### src/rtl/rotm_pkg.sv
package rotm_pkg;
  typedef enum logic [1:0] {
    RM_IMM = 2'b00,
    RM_REG = 2'b01,
    RM_INS = 2'b10,
    RM_ALT = 2'b11
  } rm_variant_e;
endpackage

### src/rtl/rotm_mask_gen.sv
module rotm_mask_gen #(
  parameter int DATA_W = 32,
  parameter int IDX_W  = $clog2(DATA_W)
) (
  input  logic [IDX_W-1:0]  mb,
  input  logic [IDX_W-1:0]  me,
  output logic [DATA_W-1:0] mask
);
  logic no_wrap;
  assign no_wrap = (mb <= me);

  // position p counts from the most significant bit
  for (genvar p = 0; p < DATA_W; p++) begin : g_pos
    localparam logic [IDX_W-1:0] POS = IDX_W'(p);
    logic inside_run;
    logic inside_wrap;
    assign inside_run  = (POS >= mb) && (POS <= me);
    assign inside_wrap = (POS >= mb) || (POS <= me);
    assign mask[DATA_W-1-p] = no_wrap ? inside_run : inside_wrap;
  end
endmodule

### src/rtl/rotm_rotl.sv
module rotm_rotl #(
  parameter int DATA_W = 32,
  parameter int IDX_W  = $clog2(DATA_W)
) (
  input  logic [DATA_W-1:0] din,
  input  logic [IDX_W-1:0]  amt,
  output logic [DATA_W-1:0] dout
);
  logic [DATA_W-1:0] stage [0:IDX_W];
  assign stage[0] = din;

  for (genvar k = 0; k < IDX_W; k++) begin : g_stage
    localparam int STEP = 2 ** k;
    logic [DATA_W-1:0] turned;
    assign turned = {stage[k][DATA_W-1-STEP:0], stage[k][DATA_W-1:DATA_W-STEP]};
    assign stage[k+1] = amt[k] ? turned : stage[k];
  end

  assign dout = stage[IDX_W];
endmodule

### src/rtl/rotm_cr_gen.sv
module rotm_cr_gen #(
  parameter int DATA_W = 32
) (
  input  logic [DATA_W-1:0] res,
  input  logic              so_in,
  input  logic              rec,
  output logic [3:0]        cr_fld,
  output logic              cr_wr
);
  logic is_neg;
  logic is_zero;
  logic is_pos;

  assign is_neg  = res[DATA_W-1];
  assign is_zero = (res == '0);
  assign is_pos  = !is_neg && !is_zero;

  always_comb begin
    cr_fld = 4'b0000;
    if (rec) begin
      cr_fld = {is_neg, is_pos, is_zero, so_in};
    end
  end

  assign cr_wr = rec;
endmodule

### src/rtl/rotm_unit.sv
module rotm_unit
  import rotm_pkg::*;
#(
  parameter int DATA_W  = 32,
  parameter bit OUT_REG = 1'b1,
  localparam int IDX_W  = $clog2(DATA_W)
) (
  input  logic              clk,
  input  logic              rst_n,
  input  logic              en,
  input  logic [1:0]        variant,
  input  logic [DATA_W-1:0] src_word,
  input  logic [DATA_W-1:0] dst_word,
  input  logic [IDX_W-1:0]  sh_imm,
  input  logic [DATA_W-1:0] sh_reg,
  input  logic [IDX_W-1:0]  mask_begin,
  input  logic [IDX_W-1:0]  mask_end,
  input  logic              rec_flag,
  input  logic              so_in,
  output logic [DATA_W-1:0] result,
  output logic [3:0]        cr_field,
  output logic              cr_write
);
  // reset: asserted asynchronously, released after two clock edges
  logic [1:0] rst_pipe;
  logic       rst_sync;

  always_ff @(posedge clk or negedge rst_n) begin
    if (!rst_n) begin
      rst_pipe <= 2'b00;
    end else begin
      rst_pipe <= {rst_pipe[0], 1'b1};
    end
  end
  assign rst_sync = rst_pipe[1];

  // operand selection
  rm_variant_e       var_e;
  logic [IDX_W-1:0]  sh_sel;
  logic              unused_shreg_hi;

  assign var_e           = rm_variant_e'(variant);
  assign sh_sel          = (var_e == RM_REG) ? sh_reg[IDX_W-1:0] : sh_imm;
  assign unused_shreg_hi = ^sh_reg[DATA_W-1:IDX_W];

  // datapath
  logic [DATA_W-1:0] rot_c;
  logic [DATA_W-1:0] mask_c;
  logic [DATA_W-1:0] res_c;
  logic [3:0]        cr_fld_c;
  logic              cr_wr_c;

  rotm_rotl #(.DATA_W(DATA_W), .IDX_W(IDX_W)) rot_i (
    .din  (src_word),
    .amt  (sh_sel),
    .dout (rot_c)
  );

  rotm_mask_gen #(.DATA_W(DATA_W), .IDX_W(IDX_W)) mask_i (
    .mb   (mask_begin),
    .me   (mask_end),
    .mask (mask_c)
  );

  always_comb begin
    if (var_e == RM_INS) begin
      res_c = (dst_word & ~mask_c) | (rot_c & mask_c);
    end else begin
      res_c = rot_c & mask_c;
    end
  end

  rotm_cr_gen #(.DATA_W(DATA_W)) cr_i (
    .res    (res_c),
    .so_in  (so_in),
    .rec    (rec_flag),
    .cr_fld (cr_fld_c),
    .cr_wr  (cr_wr_c)
  );

  AST_MASK_RUN_COUNT: assert property (@(posedge clk) disable iff (!rst_sync)
    (mask_begin <= mask_end) |-> ($countones(mask_c) == int'(mask_end) - int'(mask_begin) + 1));
  AST_MASK_WRAP_COUNT: assert property (@(posedge clk) disable iff (!rst_sync)
    (mask_end < mask_begin) |-> ($countones(mask_c) == DATA_W - (int'(mask_begin) - int'(mask_end) - 1)));
  AST_ROT_ZERO_PASS: assert property (@(posedge clk) disable iff (!rst_sync)
    (sh_sel == '0) |-> (rot_c == src_word));
  AST_INSERT_KEEPS_DST: assert property (@(posedge clk) disable iff (!rst_sync)
    (var_e == RM_INS) |-> (((res_c ^ dst_word) & ~mask_c) == '0));
  AST_CR_ONE_FLAG: assert property (@(posedge clk) disable iff (!rst_sync)
    cr_wr_c |-> ($countones(cr_fld_c[3:1]) == 1));
  AST_CR_QUIET: assert property (@(posedge clk) disable iff (!rst_sync)
    !cr_wr_c |-> (cr_fld_c == 4'b0000));

  // output stage
  if (OUT_REG) begin : g_oreg
    logic [DATA_W-1:0] res_q, res_d;
    logic [3:0]        cr_q, cr_d;
    logic              wr_q, wr_d;

    always_comb begin
      res_d = res_q;
      cr_d  = cr_q;
      wr_d  = wr_q;
      if (en) begin
        res_d = res_c;
        cr_d  = cr_fld_c;
        wr_d  = cr_wr_c;
      end
    end

    always_ff @(posedge clk or negedge rst_sync) begin
      if (!rst_sync) begin
        res_q <= '0;
        cr_q  <= 4'b0000;
        wr_q  <= 1'b0;
      end else begin
        res_q <= res_d;
        cr_q  <= cr_d;
        wr_q  <= wr_d;
      end
    end

    assign result   = res_q;
    assign cr_field = cr_q;
    assign cr_write = wr_q;

    AST_HOLD_WHEN_IDLE: assert property (@(posedge clk) disable iff (!rst_sync)
      !en |=> ($stable(res_q) && $stable(cr_q) && $stable(wr_q)));
  end else begin : g_comb
    assign result   = res_c;
    assign cr_field = cr_fld_c;
    assign cr_write = cr_wr_c;
  end
endmodule

### config.mk
export PLATFORM = sky130hd
export DESIGN_NAME = rotm_unit
export DESIGN_NICKNAME = d
export VERILOG_FILES = /design/src/rtl/rotm_pkg.sv /design/src/rtl/rotm_mask_gen.sv /design/src/rtl/rotm_rotl.sv /design/src/rtl/rotm_cr_gen.sv /design/src/rtl/rotm_unit.sv
export SDC_FILE = /design/constraint.sdc
export NUM_CORES = 1
export LEC_CHECK = 0
export ABC_AREA = 0
export BUFFER_PORTS_ARGS = -buffer_cell sky130_fd_sc_hd__buf_2
export CORE_MARGIN = 4
export CORE_UTILIZATION = 45
export DETAILED_ROUTE_END_ITERATION = 10
export GPL_ROUTABILITY_DRIVEN = 0
export PLACE_DENSITY = 0.8
export SETUP_SLACK_MARGIN = 0.4
export SLEW_MARGIN = 25
export SYNTH_ARGS = -nofsm -noshare
export SYNTH_HDL_FRONTEND = slang
export SYNTH_HIERARCHICAL = 1
export SYNTH_SLANG_ARGS = --single-unit
### constraint.sdc
create_clock -name clk -period 2.2 [get_ports clk]
set_input_delay 0.22 -clock clk [delete_from_list [all_inputs] [get_ports clk]]
set_output_delay 0.22 -clock clk [all_outputs]
set_load 0.01 [all_outputs]
; Word level (Yosys, flattened, before mapping)
; Cells that the tools add are included.
[classes]
add_sub_neg = 0
mul = 0
n_div = 0
n_lt_le_gt_ge = 65
eq_ne = 2
n_shift = 0
mux = 40
n_bitwise = 4
n_reduce_logical = 68
[op_table]
columns = op, count
row1 = 32-bit two-way mux, 6
row2 = "5-bit greater-or-equal comparator, first input constant", 16
row3 = "5-bit <= comparator, first input constant", 16
row4 = 32-bit AND, 2
row5 = "4-bit by 5-bit greater-or-equal comparator with 1-bit output, first input constant", 8
row6 = "4-bit by 5-bit <= comparator with 1-bit output, first input constant", 8
row7 = 1-bit logical AND, 33
row8 = 32-bit logical NOT, 1
row9 = 1-bit logical OR, 32
row10 = 1-bit two-way mux, 32
row11 = 32-bit NOT, 1
row12 = 32-bit bitwise OR, 1
row13 = "3-bit by 5-bit greater-or-equal comparator with 1-bit output, first input constant", 4
row14 = "3-bit by 5-bit <= comparator with 1-bit output, first input constant", 4
row15 = "1-bit by 5-bit greater-or-equal comparator with 1-bit output, first input constant", 2
row16 = "2-bit by 5-bit greater-or-equal comparator with 1-bit output, first input constant", 2
row17 = "1-bit by 5-bit <= comparator with 1-bit output, first input constant", 2
row18 = "2-bit by 5-bit <= comparator with 1-bit output, first input constant", 2
row19 = 5-bit <= comparator, 1
row20 = 5-bit two-way mux, 1
row21 = 4-bit two-way mux, 1
row22 = "2-bit by 1-bit == test with 1-bit output, second input constant", 1
row23 = "2-bit == test, second input constant", 1
row24 = 1-bit logical NOT, 2
[totals]
register_bits = 39
latch_bits = 0
ram_bits = 0
rom_bits = 0
in_bits = 118
out_inout_bits = 37
wordCells = 183
mem_count = 0

; Logic depth before layout (Yosys ltp)
[depth]
ltp_word = 14
depth_mapped = 15

; By module
; The synthesis kept the hierarchy.
[modules_own_cells]
columns = mod, instances, cells_each, area_each_um2, seq_area_each_um2
row1 = rotm_unit, 1, 225, 2102.0, 975.9
row2 = rotm_rotl, 1, 116, 1948.1, 0.0
row3 = rotm_mask_gen, 1, 137, 962.2, 0.0
row4 = rotm_cr_gen, 1, 17, 108.9, 0.0

; Worst setup path before layout
; OpenSTA, ideal clock, no wires.
[synth_path]
path_kind = input port to flip-flop
startpoint = input variant[1]
endpoint = register g_oreg.cr_q[2], in the netlist cr_field[2]
setup_ns = 0.125
arrival_time_ns = 3.324
setup_slack_ns = -1.249
stages = 14
n_path_buf = 3
path_cell_list = buf_6 nor2b_4 mux2_2 buf_6 buf_12 mux4_2 mux4_1 mux2_2 nand2_1 nand2_1 nor4_1 nand4_1 o211a_1 mux2_2
[synth_rtl]
columns = element, line_no
row1 = start: declaration, rotm_unit.sv:11  ; input logic [1:0] variant,
row2 = 2-bit by 1-bit == test with 1-bit output *, rotm_unit.sv:43  ; assign sh_sel = (var_e == RM_REG) ? sh_reg[IDX_W-1:0] : sh_imm;
row3 = 5-bit two-way mux *, rotm_unit.sv:43
row4 = net sh_sel[1], rotm_unit.sv:39  ; logic [IDX_W-1:0] sh_sel;
row5 = 32-bit two-way mux * (4 in a row), rotm_rotl.sv:16  ; assign stage[k+1] = amt[k] ? turned : stage[k];
row6 = net rot_c[20], rotm_unit.sv:47  ; logic [DATA_W-1:0] rot_c;
row7 = 32-bit AND *, "rotm_unit.sv:67, rotm_unit.sv:69"
row8 = 32-bit bitwise OR, rotm_unit.sv:67  ; res_c = (dst_word & ~mask_c) | (rot_c & mask_c);
row9 = 32-bit two-way mux *, rotm_unit.sv:66  ; if (var_e == RM_INS) begin
row10 = net res_c[20], rotm_unit.sv:49  ; logic [DATA_W-1:0] res_c;
row11 = 32-bit logical NOT *, rotm_cr_gen.sv:15  ; assign is_zero = (res == '0);
row12 = 1-bit logical NOT *, rotm_cr_gen.sv:16  ; assign is_pos = !is_neg && !is_zero;
row13 = 1-bit logical AND *, rotm_cr_gen.sv:16
row14 = 4-bit two-way mux *, rotm_cr_gen.sv:20  ; if (rec) begin
row15 = net cr_fld_c[2], rotm_unit.sv:50  ; logic [3:0] cr_fld_c;
row16 = end signal: assignment, rotm_unit.sv:118  ; cr_q <= cr_d;
row17 = end: declaration, rotm_unit.sv:97  ; logic [3:0] cr_q, cr_d;
; The timed path passes the listed nets; every way through them passes the cells marked *.
; A chain may end at the register's enable or synchronous reset.

; Worst setup path after layout
[layout_path]
startpoint = input variant[1]
endpoint = register g_oreg.cr_q[2], in the netlist cr_field[2]
[layout_rtl]
columns = element, line_no
row1 = 2-bit by 1-bit == test with 1-bit output *, rotm_unit.sv:43
row2 = 5-bit two-way mux *, rotm_unit.sv:43
row3 = net sh_sel[3], rotm_unit.sv:39
row4 = 32-bit two-way mux * (2 in a row), rotm_rotl.sv:16
row5 = net rot_c[9], rotm_unit.sv:47
row6 = 32-bit AND *, "rotm_unit.sv:67, rotm_unit.sv:69"
row7 = 32-bit bitwise OR, rotm_unit.sv:67
row8 = 32-bit two-way mux *, rotm_unit.sv:66
row9 = net res_c[9], rotm_unit.sv:49
row10 = 32-bit logical NOT *, rotm_cr_gen.sv:15
row11 = 1-bit logical NOT *, rotm_cr_gen.sv:16
row12 = 1-bit logical AND *, rotm_cr_gen.sv:16
row13 = 4-bit two-way mux *, rotm_cr_gen.sv:20
row14 = net cr_fld_c[2], rotm_unit.sv:50
; Marked as above.

==> flow_metrics.py <==
metrics = {
    "placement": {
        "detailed_place.area_mm2": 0.00668,
        "setup_ws_pre_cts_ps": -1790,
        "detailed_place_hpwl_um": 13700,
        "dp.cells": 834,
        "port_buffers": 127,
    },
    "logic_synthesis": {
        "ys_seq_elements": 39,
        "syn_area_per_cell_um2": 10.3,
        "synth.area.top_cells": "sky130_fd_sc_hd__mux4_2, sky130_fd_sc_hd__dfrtp_1, sky130_fd_sc_hd__mux2_2",
        "postSynthNetCount": 618,
        "synth_cell_type_count": 46,
        "synth_sequential_area_ratio_pct": 19.1,
        "yosys_warnings": 6,
        "synth_top_cell_by_area": "sky130_fd_sc_hd__mux4_2",
        "netlist_area_mm2": 0.00512,
        "synth_cells": 495,
        "post-synth-top-area-fraction_pct": 26.8,
    },
    "floorplanning": {
        "placementRows": 38,
        "ioPinCount": 155,
        "starting_utilization_of_the_core_area_pct": 46.6,
        "die_height_um": 115,
        "die_area_mm2": 0.0132,
        "die_x_um": 115,
        "floorplan.core_area_mm2": 0.0110,
    },
    "sta": {
        "clock.fmax_ghz": 0.277,
        "worst-slew-pin-transition_ps": 765,
        "tns_ps": -17460,
        "timing.clock.skew_ps": 6.79,
        "grt_setup_unrepaired": "yes",
        "setup_viol": 35,
        "fin_crit_ps": 3610,
        "post_route_hold_slack_ps": 240,
        "timing.final.max_slew_violations": 0,
        "slew-limit-headroom_pct": 49.0,
        "min_period_over_period_pct": 164,
        "report.final.hold_viol_count": 0,
        "final.setup.worst_slack_ps": -1410,
    },
    "cells_and_area": {
        "nets_final": 848,
        "postLayoutCellArea_mm2": 0.00774,
        "layout-drive-gt1-share_pct": 65.4,
        "filler_cell_count": 670,
        "antenna_cells_inserted": 0,
        "finish.utilization_pct": 70.5,
        "instances_no_fill": 866,
        "flow.area_growth_from_synthesis_pct": 51.2,
    },
    "power": {
        "totalPowerFinal_mw": 4.62,
        "irDropWorstVdd_mv": 0.609,
        "power.internal_mw": 2.83,
        "clkPwrFrac_pct": 18.3,
        "p_seq_share_pct": 19.5,
        "p_leak_nw": 3.56,
        "power_switching_mw": 1.79,
        "power-per-cell-area_mw_per_mm2": 597,
        "switching_share_pct": 38.7,
        "power.share.combinational_pct": 62.2,
    },
    "detailed_routing": {
        "avgRoutedWirePerCell_um": 25.2,
        "drt-initial-drc-count": 857,
        "num_vias": 5981,
        "avgViaCountPerCell": 6.91,
        "ant_nets": 0,
        "detail_route.wirelength_um": 21800,
        "detail_route.drc_violations": 0,
        "first_pass_iters": 7,
    },
    "run": {
        "max_cap_violation_count": 0,
    },
    "cts": {
        "cts_tree": "done",
        "clk-insertion-delay-late_ps": 290,
        "cts_num_sinks": 39,
        "cts_made_buffers": 5,
        "cts-root-to-sink-buffers": 2,
        "root_buffer_selected_by_cts": "sky130_fd_sc_hd__clkbuf_16",
        "cts-htree-levels": 2,
        "clk_transition_reported_paths_ps": 60,
    },
    "critical_path": {
        "worst-endpoint-arrival_ps": 3790,
        "critical_path.max_fanout": 7,
        "ff2ff_setup_slack_ps": 1330,
        "start_kind": "input pin",
        "worst_r2r_endpoint": "result[30]",
        "reg2regPathDepth": 2,
        "worstReg2RegStart": "result[30]",
        "worstSetupEndpointType": "flip-flop",
        "cp.required_ps": 2380,
        "worstSetupPathType": "in -> reg",
    },
    "global_routing": {
        "grt_pass1_vias": 5822,
        "grt_util_all_layers_pct": 29.7,
        "antenna_violations_before_repair": 0,
        "first_pass_grt_wire_length_um": 30800,
        "grt_start_max_net_pins": 38,
        "globalRouteOverflowTotal": 0,
    },
    "outcome": {
        "outcome": "finished, violations left",
        "violations_in_the_final_reports": "negative setup slack",
    },
    "worst_hold_path": {
        "min_path_type": "in -> async",
    },
}
## critical path: stages
cell                      delay (ps)
sky130_fd_sc_hd__buf_8           100
sky130_fd_sc_hd__nor2b_4         250
sky130_fd_sc_hd__buf_6           170
sky130_fd_sc_hd__mux2_4          380
sky130_fd_sc_hd__buf_6           160
sky130_fd_sc_hd__mux4_2          350
sky130_fd_sc_hd__mux4_2          550
sky130_fd_sc_hd__mux2_4          310
sky130_fd_sc_hd__nand2_4          80
sky130_fd_sc_hd__nand2_1          70
sky130_fd_sc_hd__nor4_2          360
sky130_fd_sc_hd__nand4_1         200
sky130_fd_sc_hd__o211a_1         290
sky130_fd_sc_hd__mux2_4          280
## layer usage
metal | vias up | wire length, um | track usage [%]
li1 | 2389 | - | -
met1 | 2835 | 7160 | 35.3
met2 | 594 | 10300 | 52.2
met3 | 163 | 2640 | 5.23
met4 | 0 | 1670 | 13.4
met5 | - | 0 | 0
## layout by cell type (no fill, tap or decap), types with 4 or more instances in the layout
master                        n
sky130_fd_sc_hd__mux2_2       5
sky130_fd_sc_hd__maj3_2      28
sky130_fd_sc_hd__o21ai_0     12
sky130_fd_sc_hd__inv_1        8
sky130_fd_sc_hd__nand2_1     37
sky130_fd_sc_hd__a21oi_1     12
sky130_fd_sc_hd__ha_1         5
sky130_fd_sc_hd__buf_2      125
sky130_fd_sc_hd__clkbuf_16    5
sky130_fd_sc_hd__nand2_4     33
sky130_fd_sc_hd__nand4bb_1   32
sky130_fd_sc_hd__buf_4       81
sky130_fd_sc_hd__buf_12       6
sky130_fd_sc_hd__nand2_2      5
sky130_fd_sc_hd__a31oi_1     27
sky130_fd_sc_hd__buf_6       53
sky130_fd_sc_hd__a31oi_2      4
sky130_fd_sc_hd__mux2_4      38
sky130_fd_sc_hd__nor2_1      45
sky130_fd_sc_hd__nor4_4       4
sky130_fd_sc_hd__nand3_1      5
sky130_fd_sc_hd__dfrtp_1     39
sky130_fd_sc_hd__mux4_2      64
## power groups by stage
stage | registers, mW | clock network (mW) | logic [mW]
finish | 0.902 | 0.847 | 2.88
floorplan | 0.960 | 0 | 1.25
global placement | 0.897 | 0 | 2.06
global route | 0.912 | 0.871 | 2.97
CTS | 0.890 | 0.830 | 2.48
detailed placement | 0.901 | 0 | 2.12
## logic make-up after synthesis
kind of cell | count (synthesis) | synth area share (%)
mux | 106 | 37.7
fa+ha+maj | 35 | 7.77
simple gates | 189 | 20.5
buf+inv | 55 | 6.21
compound gates | 70 | 8.75
flops | 39 | 19.1
other cells | 1 | 0.0732
## synth_stat cells, drive strengths merged
library cell  instances
mux4                 64
maj3                 30
o21bai                1
a21oi                13
inv                   9
nand2                75
and2                  4
clkbuf               16
nor2b                 3
a31oi                34
a32oi                 1
nand4                 3
buf                  30
conb                  1
dfrtp                39
or3                   1
nor2                 48
o31ai                 3
and3                  2
nand2b                1
o211a                 1
nand3                 5
nand4bb              32
nor4                  8
nor3                  3
o21ai                13
or2                   4
a21o                  3
o21a                  1
mux2                 42
ha                    5
## state kept, by name, indices dropped and copies added (netlist names)
signal / cells
result: 32
cr_field: 4
rst_pipe: 2
cr_write: 1
## repair_timing
| item | in CTS | in global routing |
|---|---|---|
| gates resized for setup | 97 | 67 |
| buffers inserted | 16 | 5 |
| endpoints found under the setup margin | 35 | 35 |
| pin swaps | 7 | 15 |
| cloned | 2 | 0 |
| hold buffers | 1 | 0 |
| hold endpoints to repair | 2 | 0 |
## worst max path at each step
stage | slack [ps] | endpoint | cells past startpoint | start
after global placement | -1720 | cr_field[2] | 12 | variant[1]
final | -1410 | cr_field[2] | 14 | variant[1]
after detailed placement | -1790 | cr_field[2] | 12 | variant[1]
after CTS | -1230 | cr_field[2] | 13 | variant[1]
after floorplan | -1180 | cr_field[2] | 14 | variant[1]
after global routing | -1440 | cr_field[2] | 14 | variant[0]
## final cells by class
cell class                 instances  area [um^2]  area share [%]
multi-input combinational        403         4410            57.0
timing repair buffer             267         1980            25.5
sequential                        39          976            12.6
tap                              140          175            2.26
clock buffer                       5          125            1.62
clock inverter                     3         43.8           0.566
inverter                           9         36.3           0.469
Note: power is estimated with default switching activity, not from simulation.
